--- src/rtl/tdmr_pkg.sv ---
package tdmr_pkg;

    typedef enum logic {
        SLOT_RD = 1'b0,
        SLOT_WR = 1'b1
    } slot_e;

    function automatic slot_e slot_after(input slot_e s);
        return (s == SLOT_RD) ? SLOT_WR : SLOT_RD;
    endfunction

    function automatic logic slot_is_read(input slot_e s);
        return s == SLOT_RD;
    endfunction

endpackage

--- src/rtl/tdmr_slot_seq.sv ---
module tdmr_slot_seq
    import tdmr_pkg::*;
(
    input  logic  clk,
    input  logic  rst,
    output slot_e slot
);

    slot_e slot_q;

    always_ff @(posedge clk) begin
        if (rst) begin
            slot_q <= SLOT_RD;
        end else begin
            slot_q <= slot_after(slot_q);
        end
    end

    assign slot = slot_q;

endmodule

--- src/rtl/tdmr_port_mux.sv ---
module tdmr_port_mux
    import tdmr_pkg::*;
#(
    parameter int unsigned ADDR_W = 6,
    parameter int unsigned DATA_W = 16
) (
    input  logic              clk,
    input  logic              rst,
    input  slot_e             slot,
    input  logic [ADDR_W-1:0] rd_addr,
    input  logic              wr_en,
    input  logic [ADDR_W-1:0] wr_addr,
    input  logic [DATA_W-1:0] wr_data,
    output logic [ADDR_W-1:0] ram_addr,
    output logic              ram_we,
    output logic [DATA_W-1:0] ram_wdata
);

    typedef struct packed {
        logic              we;
        logic [ADDR_W-1:0] addr;
        logic [DATA_W-1:0] wdata;
    } ram_req_t;

    ram_req_t req;
    logic     drive_en;

    always_comb begin
        drive_en  = (slot == SLOT_WR) && wr_en;
        req.we    = drive_en;
        req.addr  = slot_is_read(slot) ? rd_addr : wr_addr;
        req.wdata = drive_en ? wr_data : '0;
    end

    assign ram_addr  = req.addr;
    assign ram_we    = req.we;
    assign ram_wdata = req.wdata;

    // read slot carries no write and a released data path
    a_r6_read_slot_quiet: assert property (@(posedge clk) disable iff (rst)
        (slot == SLOT_RD) |-> (!ram_we && ram_wdata == '0));

endmodule

--- src/rtl/tdmr_sp_array.sv ---
module tdmr_sp_array #(
    parameter int unsigned ADDR_W = 6,
    parameter int unsigned DATA_W = 16
) (
    input  logic              clk,
    input  logic              rst,
    input  logic [ADDR_W-1:0] addr,
    input  logic              we,
    input  logic [DATA_W-1:0] wdata,
    output logic [DATA_W-1:0] rdata
);

    localparam int unsigned DEPTH = 1 << ADDR_W;

    logic [DATA_W-1:0] mem [DEPTH];

    always_ff @(posedge clk) begin
        if (we) begin
            mem[addr] <= wdata;
        end
    end

    assign rdata = mem[addr];

    // checker state for R4: remember the last write and look at it one edge later
    logic              chk_vld;
    logic [ADDR_W-1:0] chk_addr;
    logic [DATA_W-1:0] chk_data;

    always_ff @(posedge clk) begin
        if (rst) begin
            chk_vld <= 1'b0;
        end else begin
            chk_vld  <= we;
            chk_addr <= addr;
            chk_data <= wdata;
            if (chk_vld) begin
                a_r4_write_lands: assert (mem[chk_addr] == chk_data)
                    else $error("a_r4_write_lands: stored word mismatch");
            end
        end
    end

endmodule

--- src/rtl/tdmr_rd_capture.sv ---
module tdmr_rd_capture
    import tdmr_pkg::*;
#(
    parameter int unsigned DATA_W = 16
) (
    input  logic              clk,
    input  logic              rst,
    input  slot_e             slot,
    input  logic [DATA_W-1:0] d_in,
    output logic [DATA_W-1:0] q
);

    logic [DATA_W-1:0] q_r;

    always_ff @(posedge clk) begin
        if (rst) begin
            q_r <= '0;
        end else if (slot_is_read(slot)) begin
            q_r <= d_in;
        end
    end

    assign q = q_r;

endmodule

--- src/rtl/tdmr_wrapper.sv ---
module tdmr_wrapper
    import tdmr_pkg::*;
#(
    parameter int unsigned ADDR_W = 6,
    parameter int unsigned DATA_W = 16
) (
    input  logic              clk,
    input  logic              rst,
    input  logic [ADDR_W-1:0] rd_addr,
    input  logic              wr_en,
    input  logic [ADDR_W-1:0] wr_addr,
    input  logic [DATA_W-1:0] wr_data,
    output logic [DATA_W-1:0] rd_data,
    output logic              port_start
);

    slot_e             slot;
    logic [ADDR_W-1:0] ram_addr;
    logic              ram_we;
    logic [DATA_W-1:0] ram_wdata;
    logic [DATA_W-1:0] ram_rdata;

    tdmr_slot_seq u_seq (
        .clk  (clk),
        .rst  (rst),
        .slot (slot)
    );

    tdmr_port_mux #(.ADDR_W(ADDR_W), .DATA_W(DATA_W)) u_mux (
        .clk       (clk),
        .rst       (rst),
        .slot      (slot),
        .rd_addr   (rd_addr),
        .wr_en     (wr_en),
        .wr_addr   (wr_addr),
        .wr_data   (wr_data),
        .ram_addr  (ram_addr),
        .ram_we    (ram_we),
        .ram_wdata (ram_wdata)
    );

    tdmr_sp_array #(.ADDR_W(ADDR_W), .DATA_W(DATA_W)) u_array (
        .clk   (clk),
        .rst   (rst),
        .addr  (ram_addr),
        .we    (ram_we),
        .wdata (ram_wdata),
        .rdata (ram_rdata)
    );

    tdmr_rd_capture #(.DATA_W(DATA_W)) u_cap (
        .clk  (clk),
        .rst  (rst),
        .slot (slot),
        .d_in (ram_rdata),
        .q    (rd_data)
    );

    assign port_start = slot_is_read(slot);

    // first cycle after reset is a read slot with cleared output
    logic rst_seen;
    always_ff @(posedge clk) begin
        rst_seen <= rst;
        if (rst_seen && !rst) begin
            a_r1_reset_state: assert (port_start && rd_data == '0)
                else $error("a_r1_reset_state: bad state after reset");
        end
    end

    // slots alternate every fast clock
    a_r2_slot_alternates: assert property (@(posedge clk) disable iff (rst)
        1'b1 |=> (port_start != $past(port_start)));

    // output holds across the edge that ends the write slot
    a_r3_read_held: assert property (@(posedge clk) disable iff (rst)
        !port_start |=> $stable(rd_data));

endmodule

--- config.mk ---
export PLATFORM = sky130hd
export DESIGN_NAME = tdmr_wrapper
export DESIGN_NICKNAME = d
export VERILOG_FILES = /design/src/rtl/tdmr_pkg.sv /design/src/rtl/tdmr_slot_seq.sv /design/src/rtl/tdmr_port_mux.sv /design/src/rtl/tdmr_sp_array.sv /design/src/rtl/tdmr_rd_capture.sv /design/src/rtl/tdmr_wrapper.sv
export SDC_FILE = /design/constraint.sdc
export NUM_CORES = 1
export LEC_CHECK = 0
export BUFFER_PORTS_ARGS = -buffer_cell sky130_fd_sc_hd__buf_2
export CAP_MARGIN = 25
export CORE_ASPECT_RATIO = 1.75
export CORE_MARGIN = 1
export CORE_UTILIZATION = 46
export DETAILED_ROUTE_END_ITERATION = 12
export PLACE_DENSITY = 0.64
export SLEW_MARGIN = 20
export SYNTH_ARGS = -nofsm -noshare
export SYNTH_HDL_FRONTEND = slang
export SYNTH_HIERARCHICAL = 1
export SYNTH_SLANG_ARGS = --single-unit
--- constraint.sdc ---
create_clock -name clk -period 3.3 [get_ports clk]
set_clock_uncertainty 0.05 [all_clocks]
set_input_delay 0.495 -clock clk [delete_from_list [all_inputs] [get_ports clk]]
set_output_delay 0.495 -clock clk [all_outputs]
set_load 0.1 [all_outputs]
**After elaboration in Yosys (flattened, before gate mapping)**

Memory sizes are Yosys's and may differ from the RTL's. A register that Yosys moved wholly into a read port is not among the register bits.
Cells that the tools add are included.

- Output and inout bits: 17
- Bits of input ports: 31
- Logic and storage cells: 10
- Memory bits (writable): 1024
- Flip-flop bits (word level): 1
- Memories: 1

Memories:

| name | words | width | read ports | clocked after Yosys merged registers in | write ports | line | source |
|---|---|---|---|---|---|---|---|
| u_array.mem | 64 | 16 | 1 | 1 | 1 | tdmr_sp_array.sv:15 | `logic [DATA_W-1:0] mem [DEPTH];` |

- Multiplexer cells: 5
- Bitwise operators: 1
- Reduce and logical (&&, ||, !) cells: 2

Operators with widths:

| cell | count |
|---|---|
| 2-to-1 mux 16 bit | 1 |
| 2-to-1 mux 6 bit | 1 |
| 2-to-1 mux 1 bit | 3 |
| logical AND 1 bit | 1 |
| logical NOT 1 bit | 1 |
| inverter 1 bit | 1 |

**Longest topological paths before layout**

- Word-level depth: 3
- Mapped depth: 15
- Depth with buffers taken out: 9

**Cells and area by module**

The synthesis kept the hierarchy.

By module, submodules not included:

| module | times used | sequential area each (um^2) | area an instance (um^2) | cells an instance |
|---|---|---|---|---|
| tdmr_sp_array | 1 | 30749.5 | 39160.1 | 2248 |
| tdmr_rd_capture | 1 | 320.3 | 580.6 | 52 |
| tdmr_port_mux | 1 | 0.0 | 215.2 | 26 |
| tdmr_slot_seq | 1 | 20.0 | 23.8 | 2 |
| tdmr_wrapper | 1 | 0.0 | 3.8 | 1 |

**Worst setup path after synthesis**

Ideal clock, no wire load.

- Kind: reg-to-reg
- Start point: register u_seq.slot_q, in the netlist u_seq/slot
- End point: memory u_array.mem[12][0] (enable)
- Clock period less this slack: 3323 ps
- Cell stages (with the launch flop): 10
- Slack: -23 ps
- Data arrival time: 2884 ps
- Cells stage by stage: dfxtp_1 -> buf_6 -> mux2_4 -> buf_4 -> nor2_2 -> buf_2 -> buf_2 -> buf_2 -> nand3_1 -> nor2_1

- Elaborated cells between the ends (all ways): 4

RTL lines:

| element | line | source |
|---|---|---|
| from (decl) | tdmr_slot_seq.sv:9 | `slot_e slot_q;` |
| from (signal assigned) | tdmr_slot_seq.sv:15 | `slot_q <= slot_after(slot_q);` |
| 2-to-1 mux 6 bit | tdmr_port_mux.sv:31 | `req.addr = slot_is_read(slot) ? rd_addr : wr_addr;` |
| named net ram_addr[1] | tdmr_wrapper.sv:18 | `logic [ADDR_W-1:0] ram_addr;` |
| to (decl) | tdmr_sp_array.sv:15 |  |

The timed path passes the listed nets, and every way through them passes these cells.

**Worst setup path in the final report**

- Start point: register u_seq.slot_q, in the netlist u_seq/slot
- End point: register u_cap.q_r[14], in the netlist u_cap/q[14] (read register of u_array.mem)

- Longest elaborated chain between the ends: 1
- Elaborated cells between the ends (all ways): 2

Ends and longest elaborated chain:

| element | line | source |
|---|---|---|
| 2-to-1 mux 6 bit | tdmr_port_mux.sv:31 |  |
| named net ram_addr[2] | tdmr_wrapper.sv:18 |  |
| to (decl) | tdmr_rd_capture.sv:13 | `logic [DATA_W-1:0] q_r;` |

The timed path passes the listed nets, and every way through them passes these cells.
A chain may end at the register's enable or synchronous reset.

==> flow_summary.yaml <==
status:
  status: "finished, violations left"
  violations: "setup timing"
power:
  ir_worst_vdd_mv: 0.385
  pwr-share-comb: 0.110
  seq_power_share: 0.519
  switching_share: 0.237
  power.density_mw_per_mm2: 587
  p_switching_mw: 6.64
  p_int_mw: 21.4
  power_frac_clock: 0.370
  leakage_nw: 15.7
placement:
  dp_hpwl_um: 79000
  place_inst: 3667
  place_area_mm2: 0.0441
  routabilityCongestion: 0.976
  io_buffers: 47
final_layout:
  post-route-cell-area_mm2: 0.0478
  syn2layout_area_growth_pct: 19.5
  fillers: 6561
  nets: 2677
  drive_gt1_frac: 0.231
  fin_cells: 3872
min_path:
  hp-class: "primary input to flip-flop"
cts:
  postCtsHoldBufs: 0
  root_buffer: "clkbuf_16"
  cts_tree: "done"
  cts.sinks: 1041
  clk_latency_ns: 0.67
  cts_inserted_buffers: 88
  clockBufferDepth: 3
  htreeDepth: 3
  cts.reportedPaths.clkPinSlew_ns: 0.07
logic_synthesis:
  synth-warning-count: 6
  avgSynthCellArea_um2: 17.2
  syn_nets: 2360
  yosysSeqAreaShare: 0.778
  synth_top_area_frac: 0.769
  syn-cell-area_mm2: 0.0400
  synth_top_flop_cell: "edfxtp_1"
  yosysTopAreaCell: "edfxtp_1"
  synth-seq-cells: 1041
  async_flop_share: 0
  synth_edf_count: 1024
  syn_inst: 2329
  synth_area_leaders: "edfxtp_1 (77%), mux2i_1 (4.3%), a22oi_1 (3.7%)"
  ys_types: 59
floorplanning:
  initial_core_util: 0.466
  die-area_mm2: 0.0881
  fp.dieW_um: 225
  die_h_um: 392
  io_pins: 48
  fp.coreArea_mm2: 0.0858
  floorplan.rows: 142
global_routing:
  grt_max_degree: 65
  track_usage: 0.279
  grt_pass1_wl_um: 171000
  overflow: 0
  grt_pass1_vias: 23950
  antenna_found_initial: 8
sta:
  tns_ns: -0.131
  max_freq_mhz: 296
  worstMarginPinSlew_ns: 0.955
  hold_viol: 0
  fin_crit_ns: 3.37
  worst_slack_ns: -0.0736
  rsz0062_at_grt: "true"
  setup-violations-final: 2
  finalCritPeriodShare: 1.02
  slew_headroom: 0.363
  slew_viol_final: 0
route:
  drc: 0
  wl_per_cell_um: 31.6
  via_per_inst: 6.21
  ant_nets: 0
  via_count: 24054
  totalWireLength_um: 122000
  initialDrtViolationCount: 2495
  drt_pass1_iterations: 6
setup_path:
  critPathKind: "flip-flop to flip-flop"
  crit_required_ns: 3.79
  startpoint_type: "flip-flop"
  crit_fanout: 6
  crit_path_end_kind: "flip-flop"
  arrival_ns: 3.86
job:
  max-cap-violations: 0
area by class of cell:
class | instances | area (um^2) | area share
Multi-Input combinational cell | 1119 | 8430 | 0.177
Clock inverter | 44 | 427 | 0.00893
Antenna cell | 2 | 5.00 | 0.000105
Timing Repair Buffer | 393 | 3940 | 0.0824
Clock buffer | 118 | 2420 | 0.0507
Tap cell | 1152 | 1440 | 0.0302
Inverter | 3 | 11.3 | 0.000236
Sequential cell | 1041 | 31100 | 0.651
path summary, 6_finish.rpt:
path	from	end	slack, ns	cells after the start
max	u_seq/slot$_SDFF_PP0_	u_cap/q[14]$_SDFFE_PP0N_	-0.07	10
min	rst	u_cap/q[12]$_SDFFE_PP0N_	0.25	2
max reg2reg	u_seq/slot$_SDFF_PP0_	u_cap/q[14]$_SDFFE_PP0N_	-0.07	10
min reg2reg	u_cap/q[1]$_SDFFE_PP0N_	u_cap/q[1]$_SDFFE_PP0N_	0.48	2
power by group through the flow:
stage,clock network [mW],registers (mW),logic [mW]
6_report,10.4,14.6,3.09
5_1_grt,10.9,14.6,3.19
4_1_cts,10.5,14.6,3.00
3_5_place_dp,0,14.8,2.81
3_3_place_gp,0,14.8,2.80
2_1_floorplan,0,15.0,1.34
cells in the mapped netlist (all sizes together), types with 10 or more instances:
| master | instances |
|---|---|
| clkbuf | 63 |
| a21oi | 74 |
| o22ai | 58 |
| dfxtp | 17 |
| a211oi | 20 |
| nor3 | 10 |
| o221ai | 14 |
| a221oi | 107 |
| nor2 | 177 |
| o22a | 27 |
| and3 | 17 |
| a31oi | 23 |
| mux2i | 170 |
| a22oi | 196 |
| mux2 | 24 |
| nand3 | 10 |
| edfxtp | 1024 |
| buf | 106 |
| o21ai | 33 |
| nand2 | 41 |
| a22o | 21 |
stage by stage:
stage                     setup WS, ns  utilization  power (mW)  hold WS [ns]
after floorplan                -0.0228            -        16.4         0.452
after global placement          -0.601        0.513        17.6         0.434
after detailed placement        -0.342        0.514        17.7         0.476
after CTS                      -0.0334        0.554        28.1         0.199
after global routing            -0.111        0.557        28.7         0.247
final                          -0.0736        0.557        28.0         0.248
cell usage in the layout (no fill, tap or decap), types with 21 or more instances in the layout:
cell type	n
buf_2	47
mux2i_1	169
buf_4	258
a31oi_1	23
a22oi_1	190
a21oi_1	74
nand2_1	38
nor2_1	169
o22ai_1	54
buf_12	72
o22a_1	27
a22o_1	21
a221oi_1	97
clkbuf_16	93
clkbuf_1	24
edfxtp_1	1024
o21ai_0	24
kinds of logic after synthesis:
| kind of cell | Yosys count | synth area share |
|---|---|---|
| and+or+nand+nor | 299 | 0.0334 |
| muxes | 200 | 0.0530 |
| AOI/OAI and AO/OA | 617 | 0.114 |
| DFF | 1041 | 0.778 |
| buffers and inverters | 172 | 0.0222 |
flip-flops by register name (all words and copies together), names as in the netlist:
signal,cells
u_array/mem,1024
u_cap/q,16
u_seq/slot,1
per-layer routing:
layer | global-route usage | vias to the layer above | wire (um)
met1 | 0.311 | 12385 | 42000
li1 | - | 10202 | -
met2 | 0.477 | 1171 | 62300
met5 | 0 | - | 39
met3 | 0.0525 | 290 | 8840
met4 | 0.198 | 6 | 9060
critical path: stages (launching register included):
cell and delay, ns:
dfxtp_4 0.37, buf_12 0.11, mux2_8 0.42, buf_12 0.16, mux2_4 0.29, a221o_1 0.37
a222oi_1 0.55, o22ai_1 0.16, or4b_4 0.53, mux2i_1 0.16, nor2_1 0.06
repair_timing:
| item | 4_1_cts | 5_1_grt |
|---|---|---|
| setup buffers | 31 | 2 |
| gates resized for setup | 60 | 35 |
| setup endpoints to repair | 16 | 43 |
| cloned | 7 | 1 |
| pin swaps | 7 | 6 |
Note: power is estimated with default switching activity, not from simulation.
